--- src/rtl/if_downmix.sv ---
module if_downmix #(
  parameter int IN_W = 2
) (
  input  logic             clk,
  input  logic             rst,
  input  logic             smp_en,
  input  logic [IN_W-1:0]  if_raw,
  output logic signed [2:0] i_smp,
  output logic signed [2:0] q_smp,
  output logic             iq_vld
);

  localparam int OUT_W = 3;

  logic [IN_W-1:0] sync_a, sync_b;
  logic [1:0]      phase;
  logic [1:0]      fill;
  logic signed [OUT_W-1:0] val, i_nxt, q_nxt;

  always_ff @(posedge clk) begin
    if (rst) begin
      sync_a <= '0;
      sync_b <= '0;
    end else if (smp_en) begin
      sync_a <= if_raw;
      sync_b <= sync_a;
    end
  end

  generate
    if (IN_W == 1) begin : g_one_bit
      assign val = sync_b[0] ? -3'sd1 : 3'sd1;
    end else begin : g_two_bit
      logic signed [OUT_W-1:0] mag;
      assign mag = sync_b[0] ? 3'sd3 : 3'sd1;
      assign val = sync_b[IN_W-1] ? -mag : mag;
    end
  endgenerate

  assign i_nxt = phase[0] ? 3'sd0 : (phase[1] ? -val : val);
  assign q_nxt = phase[0] ? (phase[1] ? -val : val) : 3'sd0;

  always_ff @(posedge clk) begin
    if (rst) begin
      phase  <= 2'd0;
      fill   <= 2'd0;
      i_smp  <= '0;
      q_smp  <= '0;
      iq_vld <= 1'b0;
    end else begin
      iq_vld <= smp_en && (fill == 2'd2);
      if (smp_en) begin
        phase <= phase + 2'd1;
        if (fill != 2'd2) fill <= fill + 2'd1;
        i_smp <= i_nxt;
        q_smp <= q_nxt;
      end
    end
  end

  assert_phase_step_R3: assert property (@(posedge clk) disable iff (rst)
    (smp_en && !$past(rst)) |=> (phase == $past(phase) + 2'd1));

  assert_hold_R6: assert property (@(posedge clk) disable iff (rst)
    (!$past(smp_en) && !$past(rst)) |-> ($stable(i_smp) && $stable(q_smp)));

  assert_vld_after_strobe_R7: assert property (@(posedge clk) disable iff (rst)
    iq_vld |-> $past(smp_en));

  assert_one_rail_R8: assert property (@(posedge clk) disable iff (rst)
    iq_vld |-> ((i_smp == 3'sd0) != (q_smp == 3'sd0)));

  assert_magnitude_R5: assert property (@(posedge clk) disable iff (rst)
    (i_smp != -3'sd4) && (q_smp != -3'sd4) && (i_smp != 3'sd2) && (q_smp != 3'sd2)
    && (i_smp != -3'sd2) && (q_smp != -3'sd2));

endmodule

--- config.mk ---
export PLATFORM = sky130hd
export DESIGN_NAME = if_downmix
export DESIGN_NICKNAME = d
export VERILOG_FILES = /design/src/rtl/if_downmix.sv
export SDC_FILE = /design/constraint.sdc
export NUM_CORES = 1
export LEC_CHECK = 0
export ABC_AREA = 1
export BUFFER_PORTS_ARGS = -buffer_cell sky130_fd_sc_hd__buf_2
export CAP_MARGIN = 10
export CELL_PAD_IN_SITES_DETAIL_PLACEMENT = 1
export CELL_PAD_IN_SITES_GLOBAL_PLACEMENT = 2
export CORE_MARGIN = 2
export CORE_UTILIZATION = 26
export DETAILED_ROUTE_END_ITERATION = 6
export PLACE_DENSITY_LB_ADDON = 0.1
export SYNTH_ARGS = -nofsm -noshare
export SYNTH_HDL_FRONTEND = slang
export SYNTH_SLANG_ARGS = --single-unit
--- constraint.sdc ---
create_clock -name clk -period 0.9 [get_ports clk]
set_input_delay 0.18 -clock clk [delete_from_list [all_inputs] [get_ports clk]]
set_output_delay 0.18 -clock clk [all_outputs]
set_load 0.02 [all_outputs]
---- Word-level counts from Yosys, hierarchy flattened ----
Cells that the tools add are included.
storage, ports and cells
  bits of input ports ..................... 5
  output and inout port bits .............. 7
  flip-flop bits (word level) ............. 15
  word-level logic and storage cells ...... 20
operators by class
  reductions and logical operators ........ 2
  multiplexer cells ....................... 5
  equal/unequal tests ..................... 2
  add/subtract/negate cells ............... 4
operator list
  kind                                                            count
  3-bit 2-to-1 mux                                                4
  2-bit by 1-bit adder with 2-bit output (second input constant)  2
  2-bit negation with 3-bit output                                1
  3-bit negation                                                  1
  2-bit == test (second input constant)                           1
  2-bit 2-to-1 mux                                                1
  2-bit inequality test (second input constant)                   1
  2-bit AND reduction                                             1
  1-bit logical AND                                               1

---- Longest topological paths before layout ----
Gate-level depths: netlist of run 1.
  depth after elaboration ................. 6
  gate-level depth with buffers ........... 6
  mapped depth without buffers ............ 6

---- Worst setup path before layout of run 1 ----
OpenSTA, ideal clock, no wires.
  path kind ............................... register to register
  start point ............................. register fill[0]
  end point ............................... register fill[0]
  buffers on the path ..................... 0
  data required time ...................... 781 ps
  clock period less this slack ............ 966 ps
  arrival ................................. 847 ps
  library setup time ...................... 119 ps
  cell stages (with the launch flop) ...... 7
  setup slack ............................. -66 ps
  path through ............................ dfxtp_1 inv_1 ha_1 inv_1 nand2_1 o21ai_0 a21oi_1
between the ends
  longest elaborated chain between the ends .. 2
  elaborated cells between the ends (all ways) .. 3
  those cells by class .................... 1 x add/sub; 1 x eq/ne; 1 x reduce/logical
RTL lines
  item                                  line  RTL
  start: declaration                    17    logic [1:0] fill;
  start signal: assignment              54    if (fill != 2'd2) fill <= fill + 2'd1;
  2-bit inequality test                 54
  2-bit AND reduction (no source line)  n/a
Parallel ways exist; a longest one is shown, timed or not.
A chain may end at the register's enable or synchronous reset.

==> summary.txt, run 1 <==
Finish
  – Nets@finish: 100
  – Fraction of layout instances using a drive strength above 1: 60.9%
  – Antenna Diode Count: 0
  – Final instance area: 863 um^2
  – Area growth from synthesis to layout: 51.6%
  – Utilization of the core after routing: 42.7%

Timing
  – Worst slew pin tran: 0.285 ns
  – Minimum hold slack: 0.126 ns
  – Share of the clock period used by the worst path after layout: 104%
  – Number of setup violations in the final report: 5
  – Remaining max-slew budget at the tightest pin: 81.0%
  – Pins Over Slew Limit: 0
  – Maximum clock frequency: 1.07 GHz
  – RSZ-0062 raised after global routing: true
  – Setup slack of the critical path after layout: -0.0353 ns
  – Final count of hold timing violations: 0
  – Post-route minimum period: 0.935 ns
  – Maximum clock skew at final layout: 0.00317 ns

Clocking
  – H-tree depth: 1
  – Clock-pin slew reported for the worst setup and hold paths after clock tree synthesis: 0.08 ns
  – Later-pin clock latency in the skew report: 0.27 ns
  – Maximum root-to-sink buffer count: 2
  – Count of hold-fix buffers inserted at cts: 0
  – CTS tree: built
  – TritonCTS buffer count: 3
  – TritonCTS sink count: 14
  – Clock root buffer: clkbuf_4

Power and ir drop
  – Switching portion of total power: 28.2%
  – Sequential fraction of design power: 52.1%
  – Final Total Pwr: 1.34 mW
  – Share of total power in combinational logic: 21.8%
  – P_sw: 0.379 mW
  – Static Leakage: 0.366 nW
  – Clock share of power: 26.0%
  – Cell area power density: 1550 nW/um^2
  – Peak ir drop on the vdd network: 0.731 mV
  – Cell internal power dissipation: 0.962 mW

Setup path
  – Startpoint class of the critical path: register
  – Ordered cell list for the critical path: buf_6
  – Worst Path Buf+Inv: 1
  – Worst setup path class: register to primary output
  – CP required: 0.72 ns
  – CP arrival: 0.76 ns
  – Crit path largest cell delay: 0.36 ns
  – CP delay by family, top: flip-flops
  – CP max FO: 3
  – Worst setup EP type: primary output
  – Slowest CP cell: dfxtp_4

GRT
  – Grt total ovfl: 0
  – Largest net degree at the start of global routing: 14
  – First-pass GRT wire length: 2390 um
  – Via count of the first global-routing pass: 533
  – Total routing usage reported by global routing: 12.5%
  – Initial antenna violation count: 0

Run status
  – Failing checks: setup timing
  – Status: complete, but fails checks

Synthesis
  – Flop and latch count out of synthesis: 14
  – Cells taking the most area after synthesis: dfxtp_1 (49%), nand2_1 (7.9%), a21oi_1 (7.0%)
  – Largest area contributor in the synthesized netlist: dfxtp_1
  – Yosys Warn Count: 0
  – Main flop type after synthesis: dfxtp_1
  – Synth cell count leaders: dfxtp_1 (14), nand2_1 (12), a21oi_1 (8)
  – FFs w/ async S/R, synth: 0%
  – Portion of the post-synthesis area used by sequential elements: 49.2%
  – Net Count, Synth: 75
  – Library cell with the highest instance count after synthesis: dfxtp_1
  – Netlist area before placement: 569 um^2
  – Area share of the largest cell type after synthesis: 49.2%
  – Number of cells produced by synthesis: 69
  – Number of distinct library cells after synthesis: 20
  – Mapped Avg Cell Area: 8.25 um^2
  – Number of synthesized flops with an enable pin: 0

Routing
  – Detailed Route WL: 1420 um
  – Final routed wire length divided by cell count: 11.9 um
  – ANT nets after route: 0
  – Ratio of routed vias to standard cells: 4.43
  – Vias: 527
  – Initial DRC Count: 1
  – Number of iterations in the first detailed-routing pass: 4
  – Post-route DRC: 0

Floorplanning
  – I/O pin cnt: 12
  – Effective utilization at floorplan: 28.2%
  – Placeable core region: 2020 um^2
  – Chip Height: 50.8 um
  – Width of the chip: 50.8 um
  – Die area: 2580 um^2
  – Cell row count: 16

Place
  – Post-place setup slack: -0.0266 ns
  – Total half-perimeter wirelength after legalization and detailed placement: 956 um
  – Count of port buffers added during placement: 11
  – Placement Cell Area: 694 um^2
  – Weighted congestion reported at the end of routability-driven placement: 0.743

Worst hold path
  – Path type of the worst min-delay path: input port to register

Run
  – Max Cap Violations: 0
[flip-flops by register name, indices dropped and copies added (netlist names)]
name / flops
sync_a: 2
sync_b: 2
iq_vld: 1
phase: 2
q_smp: 3
fill: 2
i_smp: 2
[layout make-up]
cell class	count	area, um^2
Timing Repair Buffer	22	185
Sequential cell	14	299
Multi-Input combinational cell	45	293
Tap cell	27	33.8
Fill cell	247	1160
Inverter	8	30.0
Clock buffer	3	22.5
[cell families after synthesis]
kind of cell | Yosys count | synth area share, %
xor gates and xnor gates | 1 | 1.54
AOI/OAI and AO/OA | 17 | 15.6
and+or+nand+nor | 26 | 22.9
buffers and inverters | 10 | 8.57
adders and majority gates | 1 | 2.20
DFF | 14 | 49.2
[repair_timing]
item | CTS | global route
endpoints found under the setup margin | 11 | 15
setup buffers | 3 | 1
pin swaps | 3 | 3
gates resized for setup | 26 | 16
cloned | 0 | 0
[power by group through the flow]
stage                     sequential [mW]  combinational (mW)  clock [mW]
after floorplan                     0.712               0.123           0
after global placement              0.700               0.212           0
after detailed placement            0.700               0.214           0
after CTS                           0.693               0.260       0.367
after global routing                0.704               0.325       0.401
final                               0.699               0.293       0.349
[layout by cell type, fill, tap and decap left out, types with 2 or more instances in the layout]
master and count:
dfxtp_2 9, dfxtp_4 2, inv_1 2, inv_2 6, buf_2 4, dfxtp_1 3, buf_4 10, a21oi_2 3
nand3_2 3, o21ai_1 3, buf_6 8, nor2_4 2, clkbuf_4 3, a21oi_1 6, nor2_1 6, nand2_1 10
o21ai_0 4, nand2_2 2
[metal layers]
| layer | track usage (%) | share of wire [%] |
|---|---|---|
| met5 | 0 | 0 |
| met4 | 4.05 | 0 |
| met3 | 3.87 | 4.1 |
| met2 | 19.3 | 52 |
| met1 | 16.5 | 44 |
[path summary, 6_finish.rpt]
path,start,to,slack [ns],cells after the start
max,phase[0],i_smp[0],-0.04,1
min,if_raw[1],sync_a[1],0.13,3
max reg2reg,fill[0],fill[0],-0.01,6
min reg2reg,q_smp[2],q_smp[2],0.48,2
[per-stage QoR]
stage	instances	setup TNS [ns]
floorplan	69	0
CTS	118	-0.113
global route	119	-0.443
finish	119	-0.0584
global placement	112	-0.00731
detailed placement	112	-0.0266
Power figures use the tool's default switching activity.
==> run 2, diff against run 1 <==
==> config.mk (replaced) <==
export PLATFORM = sky130hd
export DESIGN_NAME = if_downmix
export DESIGN_NICKNAME = d
export VERILOG_FILES = /design/src/rtl/if_downmix.sv
export SDC_FILE = /design/constraint.sdc
export NUM_CORES = 1
export LEC_CHECK = 0
export ABC_AREA = 1
export BUFFER_PORTS_ARGS = -buffer_cell sky130_fd_sc_hd__buf_2
export CAP_MARGIN = 10
export CORE_AREA = 2 2 39 41
export DETAILED_ROUTE_END_ITERATION = 6
export DIE_AREA = 0 0 41 43
export PLACE_DENSITY = 0.67
export SYNTH_ARGS = -nofsm -noshare
export SYNTH_HDL_FRONTEND = slang
export SYNTH_SLANG_ARGS = --single-unit
==> constraint.sdc (replaced) <==
create_clock -name clk -period 0.8 [get_ports clk]
set_input_delay 0.16 -clock clk [delete_from_list [all_inputs] [get_ports clk]]
set_output_delay 0.16 -clock clk [all_outputs]
set_load 0.02 [all_outputs]
==> summary.txt, run 2 (synthesis gave the netlist of run 1 again) <==
Clocking
  – TritonCTS buffer count: 3 (unchanged)
  – Later-pin clock latency in the skew report: 0.28 ns (about the same)
  – Clock-pin slew reported for the worst setup and hold paths after clock tree synthesis: 0.09 ns (about the same)
  – TritonCTS sink count: 14 (unchanged)
  – H-tree depth: 1 (unchanged)
  – Maximum root-to-sink buffer count: 2 (unchanged)
  – Clock root buffer: clkbuf_4
  – Count of hold-fix buffers inserted at cts: 0 (unchanged)
  – CTS tree: built

Setup path
  – CP max FO: 3 (unchanged)
  – Startpoint class of the critical path: register
  – R2r startpoint: phase[0]
  – Beginning of the critical path: phase[0]
  – Crit path largest cell delay: 0.37 ns (about the same)
  – Worst setup EP type: primary output
  – Worst setup path class: register to primary output
  – Ordered cell list for the critical path: buf_6
  – CP required: 0.64 ns (-0.08 ns)
  – Number of gates on the worst path with buffers counted: 1 (unchanged)
  – Worst setup endpoint: i_smp[0]
  – End of the worst register-to-register path: i_smp[2]
  – CP delay by family, top: flip-flops
  – R2r worst-path depth: 4 (-2)
  – Slowest CP cell: dfxtp_4
  – Worst reg-to-reg setup slack: -0.10 ns (-0.09 ns)
  – Worst Path Buf+Inv: 1 (unchanged)
  – CP arrival: 0.78 ns (+0.02 ns)

Routing
  – Detailed Route WL: 1480 um (+3.9%)
  – ANT nets after route: 0 (unchanged)
  – Initial DRC Count: 13 (+12)
  – Post-route DRC: 0 (unchanged)
  – Vias: 542 (+2.8%)
  – Ratio of routed vias to standard cells: 4.84 (+9.3%)
  – Number of iterations in the first detailed-routing pass: 2 (-2)
  – Final routed wire length divided by cell count: 13.2 um (+10%)

GRT
  – Largest net degree at the start of global routing: 14 (unchanged)
  – Total routing usage reported by global routing: 18.0% (+5.5 points)
  – Via count of the first global-routing pass: 511 (-4.1%)
  – Initial antenna violation count: 0 (unchanged)
  – Grt total ovfl: 0 (unchanged)
  – First-pass GRT wire length: 2100 um (-12%)

Place
  – Post-place setup slack: -0.143 ns (-0.116 ns)
  – Total half-perimeter wirelength after legalization and detailed placement: 885 um (-7.4%)
  – Weighted congestion reported at the end of routability-driven placement: 0.874 (+18%)
  – Number of cells after detailed placement: 102 (-8.9%)
  – Count of port buffers added during placement: 11 (unchanged)

Timing
  – Maximum clock skew at final layout: 0.00157 ns (-0.00160 ns)
  – Maximum clock frequency: 1.06 GHz
  – Final count of hold timing violations: 0 (unchanged)
  – Worst slew pin tran: 0.286 ns (+0.000741 ns)
  – Share of the clock period used by the worst path after layout: 117%
  – Post-route minimum period: 0.940 ns
  – RSZ-0062 raised after global routing: true
  – Remaining max-slew budget at the tightest pin: 80.9% (about the same)
  – Final setup TNS: -1.34 ns (-1.28 ns)
  – Minimum hold slack: 0.0903 ns (-0.0358 ns)
  – Number of setup violations in the final report: 17 (+12)
  – Pins Over Slew Limit: 0 (unchanged)
  – Setup slack of the critical path after layout: -0.140 ns (-0.105 ns)

Finish
  – Commonest cells after routing, fill and taps aside: buf_4 (12), dfxtp_2 (9), buf_6 (9)
  – Number of flip-flops in the largest register: 3 (unchanged)
  – Utilization of the core after routing: 67.6% (+25 points)
  – Post-Layout Cell Count: 112 (-5.9%)
  – Antenna Diode Count: 0 (unchanged)
  – Area growth from synthesis to layout: 64.4%
  – Commonest non-fill, non-tap cell in the layout: buf_4
  – Largest Register: q_smp
  – Fraction of layout instances using a drive strength above 1: 72.9% (+12 points)
  – Nets@finish: 103 (+3.0%)

Floorplanning
  – Placeable core region: 1380 um^2 (-32%)
  – Width of the chip: 41 um (-19%)
  – I/O pin cnt: 12 (unchanged)
  – Die area: 1760 um^2 (-32%)
  – Effective utilization at floorplan: 41.1% (+13 points)
  – Cell row count: 14 (-2)
  – Chip Height: 43 um (-15%)

Worst hold path
  – Cell depth of the worst min-delay path: 3 (unchanged)
  – Path type of the worst min-delay path: input port to register

Power and ir drop
  – Peak ir drop on the vdd network: 1.28 mV (+75%)
  – Static Leakage: 0.394 nW (+7.7%)
  – Cell area power density: 1800 nW/um^2 (+16%)

Run
  – Max Cap Violations: 0 (unchanged)

Run status
  – Failing checks: setup timing
  – Status: complete, but fails checks
-- run 2: cell types whose count changed in the layout (fill, tap and decap cells not counted), moves of 2 or more --
cell     before  now
nand2_1      10    6
nand2_2       2    6
inv_2         6    3
buf_4        10   12
inv_4         0    2
nor3_2        0    2
-- run 2: through the flow --
stage	instance area [um^2]	total power, mW
3_5_place_dp	703	1.05
6_report	936	1.69
4_1_cts	842	1.61
5_1_grt	936	1.74
3_3_place_gp	703	1.04
2_1_floorplan	587	0.953
-- run 2: area by class of cell --
cell class	count	area, um^2
flip-flops and latches	14	303
multi-input cells	45	329
inverters	8	36.3
fillers	109	448
repair buffers	25	211
clock buffers	4	36.3
well taps	16	20.0
-- run 2: what timing repair did --
item                       CTS  global route
buffers inserted             2             4
setup endpoints to repair   16            17
pin swaps                    6             8
resized for setup           34            18
-- run 2: metal layers --
layer,vias up,part of all wire [%],global-route usage [%]
met1,254,43,20.9
li1,276,-,-
met2,8,54,30.3
met5,-,0,0
met3,4,1.6,3.14
met4,0,1.6,8.00
-- run 2: worst reg2reg max path, stage by stage, from the launching register on --
cell	delay, ns
dfxtp_4	0.37
buf_6	0.12
nor2_4	0.13
nand2_2	0.07
a21oi_2	0.15
-- run 2: power by group --
| part | switching (mW) | leakage [nW] | total, mW | internal, mW |
|---|---|---|---|---|
| registers | 0.0438 | 0.121 | 0.791 | 0.747 |
| logic | 0.190 | 0.253 | 0.374 | 0.184 |
| clock network | 0.245 | 0.0210 | 0.522 | 0.277 |
-- run 2: worst min-delay path by stage --
stage,from,endpoint,slack [ns]
floorplan,rst,i_smp[1],0.22
global placement,if_raw[1],sync_a[1],0.39
detailed placement,if_raw[1],sync_a[1],0.39
CTS,if_raw[1],sync_a[1],0.1
global route,if_raw[1],sync_a[1],0.11
finish,if_raw[1],sync_a[1],0.09
